**src/rtl/rtc_prescaler_pkg.sv**
```systemverilog
package rtc_prescaler_pkg;
  localparam int unsigned BUSY_LEAD = 8;   // ticks of busy before the count edge
  localparam int unsigned BUSY_TAIL = 6;   // ticks of busy after it
  localparam int unsigned REF_PULSE = 4;   // width of the slow reference strobes
  localparam int unsigned FAST_TAP  = 4;   // divider bit giving 1024 Hz
  localparam int unsigned NUM_REFS  = 3;
endpackage

```
**src/rtl/rtc_prescaler_div.sv**
```systemverilog
module rtc_prescaler_div #(
  parameter int unsigned DIV_BITS = 15,
  parameter int unsigned TOP_BITS = 5
) (
  input  logic                clk_i,
  input  logic                rst_ni,
  input  logic                tick_i,
  input  logic                clr_i,
  output logic [DIV_BITS-1:0] cnt_o,
  output logic                wrap_o
);
  localparam int unsigned LOW_BITS = DIV_BITS - TOP_BITS;

  logic [LOW_BITS-1:0] low_q;
  logic [TOP_BITS-1:0] top_q;

  // lower stages never see the clear
  always_ff @(posedge clk_i or negedge rst_ni) begin
    if (!rst_ni)     low_q <= '0;
    else if (tick_i) low_q <= low_q + 1'b1;
  end

  always_ff @(posedge clk_i or negedge rst_ni) begin
    if (!rst_ni)                top_q <= '0;
    else if (clr_i)             top_q <= '0;
    else if (tick_i && &low_q)  top_q <= top_q + 1'b1;
  end

  assign cnt_o  = {top_q, low_q};
  assign wrap_o = tick_i && !clr_i && (&cnt_o);

  a_r1_hold: assert property (@(posedge clk_i) disable iff (!rst_ni)
    (!tick_i && !clr_i) |=> $stable(cnt_o));
endmodule

```
**src/rtl/rtc_pulse_stretch.sv**
```systemverilog
module rtc_pulse_stretch #(
  parameter int unsigned WIDTH = 4
) (
  input  logic clk_i,
  input  logic rst_ni,
  input  logic tick_i,
  input  logic clr_i,
  input  logic load_i,
  output logic active_o
);
  localparam int unsigned CW = $clog2(WIDTH + 1);

  logic [CW-1:0] cnt_q;

  always_ff @(posedge clk_i or negedge rst_ni) begin
    if (!rst_ni)                     cnt_q <= '0;
    else if (clr_i)                  cnt_q <= '0;
    else if (load_i)                 cnt_q <= CW'(WIDTH);
    else if (tick_i && cnt_q != '0)  cnt_q <= cnt_q - 1'b1;
  end

  assign active_o = (cnt_q != '0);

  a_r6_load_starts: assert property (@(posedge clk_i) disable iff (!rst_ni)
    (load_i && !clr_i) |=> active_o);
endmodule

```
**src/rtl/rtc_rollover_cnt.sv**
```systemverilog
module rtc_rollover_cnt #(
  parameter int unsigned MOD = 60
) (
  input  logic clk_i,
  input  logic rst_ni,
  input  logic step_i,
  output logic wrap_o
);
  localparam int unsigned CW = (MOD > 2) ? $clog2(MOD) : 1;

  logic [CW-1:0] cnt_q;

  assign wrap_o = step_i && (cnt_q == CW'(MOD - 1));

  always_ff @(posedge clk_i or negedge rst_ni) begin
    if (!rst_ni)      cnt_q <= '0;
    else if (wrap_o)  cnt_q <= '0;
    else if (step_i)  cnt_q <= cnt_q + 1'b1;
  end

  a_r7_in_range: assert property (@(posedge clk_i) disable iff (!rst_ni)
    cnt_q <= CW'(MOD - 1));
endmodule

```
**src/rtl/rtc_prescaler.sv**
```systemverilog
module rtc_prescaler
  import rtc_prescaler_pkg::*;
#(
  parameter int unsigned DIV_BITS     = 15,
  parameter int unsigned TOP_BITS     = 5,
  parameter int unsigned SEC_PER_MIN  = 60,
  parameter int unsigned MIN_PER_HOUR = 60
) (
  input  logic clk_i,
  input  logic rst_ni,
  input  logic tick_i,
  input  logic clr_i,
  output logic cnt_en_o,
  output logic busy_n_o,
  output logic ref_fast_o,
  output logic ref_sec_n_o,
  output logic ref_min_n_o,
  output logic ref_hr_n_o
);
  localparam logic [DIV_BITS-1:0] LEAD_START = {DIV_BITS{1'b1}} - DIV_BITS'(BUSY_LEAD - 1);

  logic [DIV_BITS-1:0] cnt;
  logic                wrap, min_ev, hr_ev;
  logic                pre_win, tail_act;
  logic [NUM_REFS-1:0] ref_load, ref_act;

  rtc_prescaler_div #(.DIV_BITS(DIV_BITS), .TOP_BITS(TOP_BITS)) u_div (
    .clk_i, .rst_ni, .tick_i, .clr_i, .cnt_o(cnt), .wrap_o(wrap)
  );

  rtc_rollover_cnt #(.MOD(SEC_PER_MIN)) u_sec (
    .clk_i, .rst_ni, .step_i(wrap), .wrap_o(min_ev)
  );

  rtc_rollover_cnt #(.MOD(MIN_PER_HOUR)) u_min (
    .clk_i, .rst_ni, .step_i(min_ev), .wrap_o(hr_ev)
  );

  // leading half of busy: top stages are zero under clear, so this stays off
  assign pre_win = (cnt >= LEAD_START);

  rtc_pulse_stretch #(.WIDTH(BUSY_TAIL)) u_tail (
    .clk_i, .rst_ni, .tick_i, .clr_i, .load_i(wrap), .active_o(tail_act)
  );

  assign ref_load = {hr_ev, min_ev, wrap};

  for (genvar i = 0; i < NUM_REFS; i++) begin : g_ref
    rtc_pulse_stretch #(.WIDTH(REF_PULSE)) u_ref (
      .clk_i, .rst_ni, .tick_i, .clr_i, .load_i(ref_load[i]), .active_o(ref_act[i])
    );
  end

  assign cnt_en_o    = wrap;
  assign busy_n_o    = !(pre_win || tail_act);
  assign ref_fast_o  = cnt[FAST_TAP];
  assign ref_sec_n_o = !ref_act[0];
  assign ref_min_n_o = !ref_act[1];
  assign ref_hr_n_o  = !ref_act[2];

  a_r1_no_strobe_idle: assert property (@(posedge clk_i) disable iff (!rst_ni)
    !tick_i |-> !cnt_en_o);
  a_r2_single: assert property (@(posedge clk_i) disable iff (!rst_ni)
    cnt_en_o |=> !cnt_en_o);
  a_r3_busy_at_edge: assert property (@(posedge clk_i) disable iff (!rst_ni)
    cnt_en_o |-> !busy_n_o);
  a_r4_busy_after_edge: assert property (@(posedge clk_i) disable iff (!rst_ni)
    (cnt_en_o && !clr_i) |=> !busy_n_o);
  a_r6_ref_after_edge: assert property (@(posedge clk_i) disable iff (!rst_ni)
    (cnt_en_o && !clr_i) |=> !ref_sec_n_o);
  a_r7_min_in_sec: assert property (@(posedge clk_i) disable iff (!rst_ni)
    !ref_min_n_o |-> !ref_sec_n_o);
  a_r8_hr_in_min: assert property (@(posedge clk_i) disable iff (!rst_ni)
    !ref_hr_n_o |-> !ref_min_n_o);
  a_r9_clr_quiet: assert property (@(posedge clk_i) disable iff (!rst_ni)
    clr_i |=> (busy_n_o && !cnt_en_o && ref_sec_n_o && ref_min_n_o && ref_hr_n_o));
endmodule

```
**config.mk**
```make
export PLATFORM = sky130hd
export DESIGN_NAME = rtc_prescaler
export DESIGN_NICKNAME = d
export VERILOG_FILES = /design/src/rtl/rtc_prescaler_pkg.sv /design/src/rtl/rtc_prescaler_div.sv /design/src/rtl/rtc_pulse_stretch.sv /design/src/rtl/rtc_rollover_cnt.sv /design/src/rtl/rtc_prescaler.sv
export SDC_FILE = /design/constraint.sdc
export NUM_CORES = 1
export LEC_CHECK = 0
export BUFFER_PORTS_ARGS = -buffer_cell sky130_fd_sc_hd__buf_2
export CORE_MARGIN = 2
export CORE_UTILIZATION = 25
export CTS_CLUSTER_SIZE = 14
export DETAILED_ROUTE_END_ITERATION = 6
export GPL_ROUTABILITY_DRIVEN = 0
export PLACE_DENSITY = 0.35
export SYNTH_ARGS = -nofsm -noshare
export SYNTH_HDL_FRONTEND = slang
export SYNTH_HIERARCHICAL = 1
export SYNTH_SLANG_ARGS = --single-unit
export TNS_END_PERCENT = 30
```
**constraint.sdc**
```tcl
create_clock -name clk_i -period 6.1 [get_ports clk_i]
set_clock_uncertainty 0.05 [all_clocks]
set_input_delay 0.61 -clock clk_i [delete_from_list [all_inputs] [get_ports clk_i]]
set_output_delay 0.61 -clock clk_i [all_outputs]
set_load 0.1 [all_outputs]
```
==> qor.yml <==
global_route:
  grt_pass1_vias: 1536
  grt_max_degree: 40
  grt.overflow.total: 0
  grt_pass1_wl_mm: 7.84
  grt_antenna_before_repair: 0
  grt_usage_pct: 10.3
timing:
  hold_violations: 0
  rsz0062_at_grt: "false"
  fin_setup_tns_ps: 0
  max_freq_ghz: 0.254
  setup_viol_count_final: 0
  relSlewSlack_pct: 37.5
  tightestPinTransition_ps: 937
  finalCritPeriodShare_pct: 64.6
  period_minus_slack_ps: 3940
  final_max_slew_viol_count: 0
flow_run:
  drv_cap: 0
hold_path:
  holdCritPathClass: "input port to async pin"
setup_path:
  worst_ep_required_time_ps: 6230
  crit_family: "simple AND/OR/NAND/NOR gates"
  cp.arrival_ps: 4070
  cp_max_fo: 17
  crit_chain: "ha_1 -> clkinv_1 -> nor4_2 -> and4_1 -> nand3_1 -> nor3_1 -> buf_4 -> nand3_1 -> nor3_1 -> nor3_1 -> mux2_4"
  path_class: "flop to flop"
  crit_buf_inv: 2
  slowest_stage: "and4_1"
  slowest_delay_ps: 640
  endpoint_kind: "flop"
  crit_path_start_kind: "flop"
  cp_common_cell: "nor3_1"
clocking:
  postCtsHoldBufs: 0
  cts.clk_slew.worst_paths_ps: 90
  clock_sink_count: 39
  clk_latency_ps: 290
  htreeDepth: 2
  cts.repair.resized: 0
  cts_root_buf: "clkbuf_8"
  cts_setup_buffers: 0
  cts_buffers: 5
  cts_tree: "built"
  clock_path_buffers: 2
final_layout:
  instances_no_fill: 337
  drive_gt1_share_pct: 18.8
  diodes: 0
  area_delta_synth_final_pct: 13.4
  layout.nets: 244
floorplanning:
  initial_core_util_pct: 25.5
  dieArea_sq_um: 9560
  rows: 34
  die_w_um: 97.8
  fp.dieH_um: 97.8
  core_area_sq_um: 8640
  ioPinCount: 10
routing:
  routed_wl_mm: 4.44
  drt-vias-per-instance: 4.56
  drt_iter0_markers: 86
  wl_met2_mm: 1.86
  drt-pass1-iter-count: 4
  ant_nets: 0
  drc_errors: 0
  wl_met1_mm: 2.43
  top_layer: "met4"
  met3_length_um: 111
  num_vias: 1536
  routedWlPerCell_um: 13.2
synth:
  seq_area_frac_synth_pct: 44.4
  ys_warn_count: 6
  synth_cell_type_count: 40
  ys.flop_type: "dfrtp_1"
  async_flop_share_pct: 100
  synthTopCellsByArea: "dfrtp_1 44%, ha_1 6.8%, nor2_1 3.6%"
  synth_edf_count: 0
  yosysTopAreaCellShare_pct: 44.4
  syn_area_sq_um: 2200
  synth_most_common_cell: "dfrtp_1"
  ys_top_cells_by_count: "39 x dfrtp_1, 21 x nor2_1, 16 x inv_1"
  synthesis.nets: 229
  yosys_register_bits: 39
  syn_inst: 213
  syn_avg_cell_area_sq_um: 10.3
  synth_top_area_cell: "dfrtp_1"
pwr:
  power.density_nw_per_um2: 390
  p_leak_nw: 1.07
  peakVddDrop_v: 0.000114
place:
  dpl.hpwl_mm: 3.00
  dpl.cell_count: 329
  io_buffers: 9
run_status:
  status: "complete, no violations"
==> cell type report <==
type,instances,area [sq um]
multi-input combinational,153,1140
tap,108,135
clock buffer,6,82.6
sequential,39,976
inverter,19,71.3
clock inverter,2,35.0
fill,913,6140
timing repair buffer,10,52.6
==> cell families (layout without fill, tap and decap cells) <==
| group | count (synthesis) | in the layout | share of synthesized area (%) |
|---|---|---|---|
| buffers and inverters | 21 | 37 | 3.75 |
| xor gates and xnor gates | 13 | 13 | 5.18 |
| AOI/OAI and AO/OA | 22 | 22 | 7.45 |
| muxes | 14 | 14 | 7.45 |
| adders and majority gates | 12 | 12 | 6.83 |
| DFF | 39 | 39 | 44.4 |
| and+or+nand+nor | 92 | 92 | 25.0 |
==> path summary, 6_finish.rpt <==
| path | startpoint | end | slack [ps] | cells after the start |
|---|---|---|---|---|
| max in group asynchronous | rst_ni | g_ref[1].u_ref/cnt_q[0]$_DFFE_PN0P_ | 5010 | 1 |
| worst min register to register | u_sec/cnt_q[4]$_DFFE_PN0P_ | u_sec/cnt_q[4]$_DFFE_PN0P_ | 460 | 1 |
| min in group clk_i | u_sec/cnt_q[4]$_DFFE_PN0P_ | u_sec/cnt_q[4]$_DFFE_PN0P_ | 460 | 1 |
| worst max-delay path | u_div/low_q[0]$_DFFE_PN0P_ | g_ref[2].u_ref/cnt_q[0]$_DFFE_PN0P_ | 2160 | 11 |
| worst max register to register | u_div/low_q[0]$_DFFE_PN0P_ | g_ref[2].u_ref/cnt_q[0]$_DFFE_PN0P_ | 2160 | 11 |
| worst min-delay path | rst_ni | u_div/low_q[8]$_DFFE_PN0P_ | 420 | 1 |
==> state kept, by name, summed over array words and instances (netlist names) <==
name / cells
u_min/cnt_q: 6
g_ref.u_ref/cnt_q: 9
u_div/low_q: 10
u_div/top_q: 5
u_sec/cnt_q: 6
u_tail/cnt_q: 3
==> through the flow <==
step,total power (W),area [sq um],setup WS (ps),hold slack [ps],utilization (%)
2_1_floorplan,0.000674,2200,1070,264,-
3_3_place_gp,0.000752,2380,1960,458,27.5
3_5_place_dp,0.000750,2380,1830,444,27.5
4_1_cts,0.000989,2490,2110,450,28.9
5_1_grt,0.00104,2490,1750,483,28.9
6_report,0.000974,2490,2160,416,28.9
==> where the power goes <==
part	internal (W)	total, W	switching (W)
logic	0.000117	0.000396	0.000279
registers	0.000300	0.000348	0.0000480
clock network	0.000133	0.000229	0.0000969
total	0.000550	0.000974	0.000424
==> layer usage <==
layer  vias to the layer above  GRT usage (%)
li1                        784              -
met1                       736           14.6
met2                        14           15.3
met3                         2           2.51
met4                         0           3.53
met5                         -              0
==> layout by cell type (no fill, tap or decap), types with 2 or more instances in the layout <==
cell	count
o311ai_0	2
nor4_2	3
xor2_1	6
o31ai_1	2
mux2_4	3
nand2b_1	2
nor3_1	12
inv_1	16
mux2i_1	4
inv_2	2
ha_1	12
a311oi_1	4
o21ai_0	6
mux2_2	6
or3_1	7
xnor2_1	7
a21boi_0	4
clkbuf_8	6
nand3_1	10
nor2b_1	4
dfrtp_1	39
nand4_1	9
nand2_1	10
or4_1	2
nand2_2	3
buf_2	9
nand2b_2	3
nor2_1	21
(Power assumes the default switching activity.)
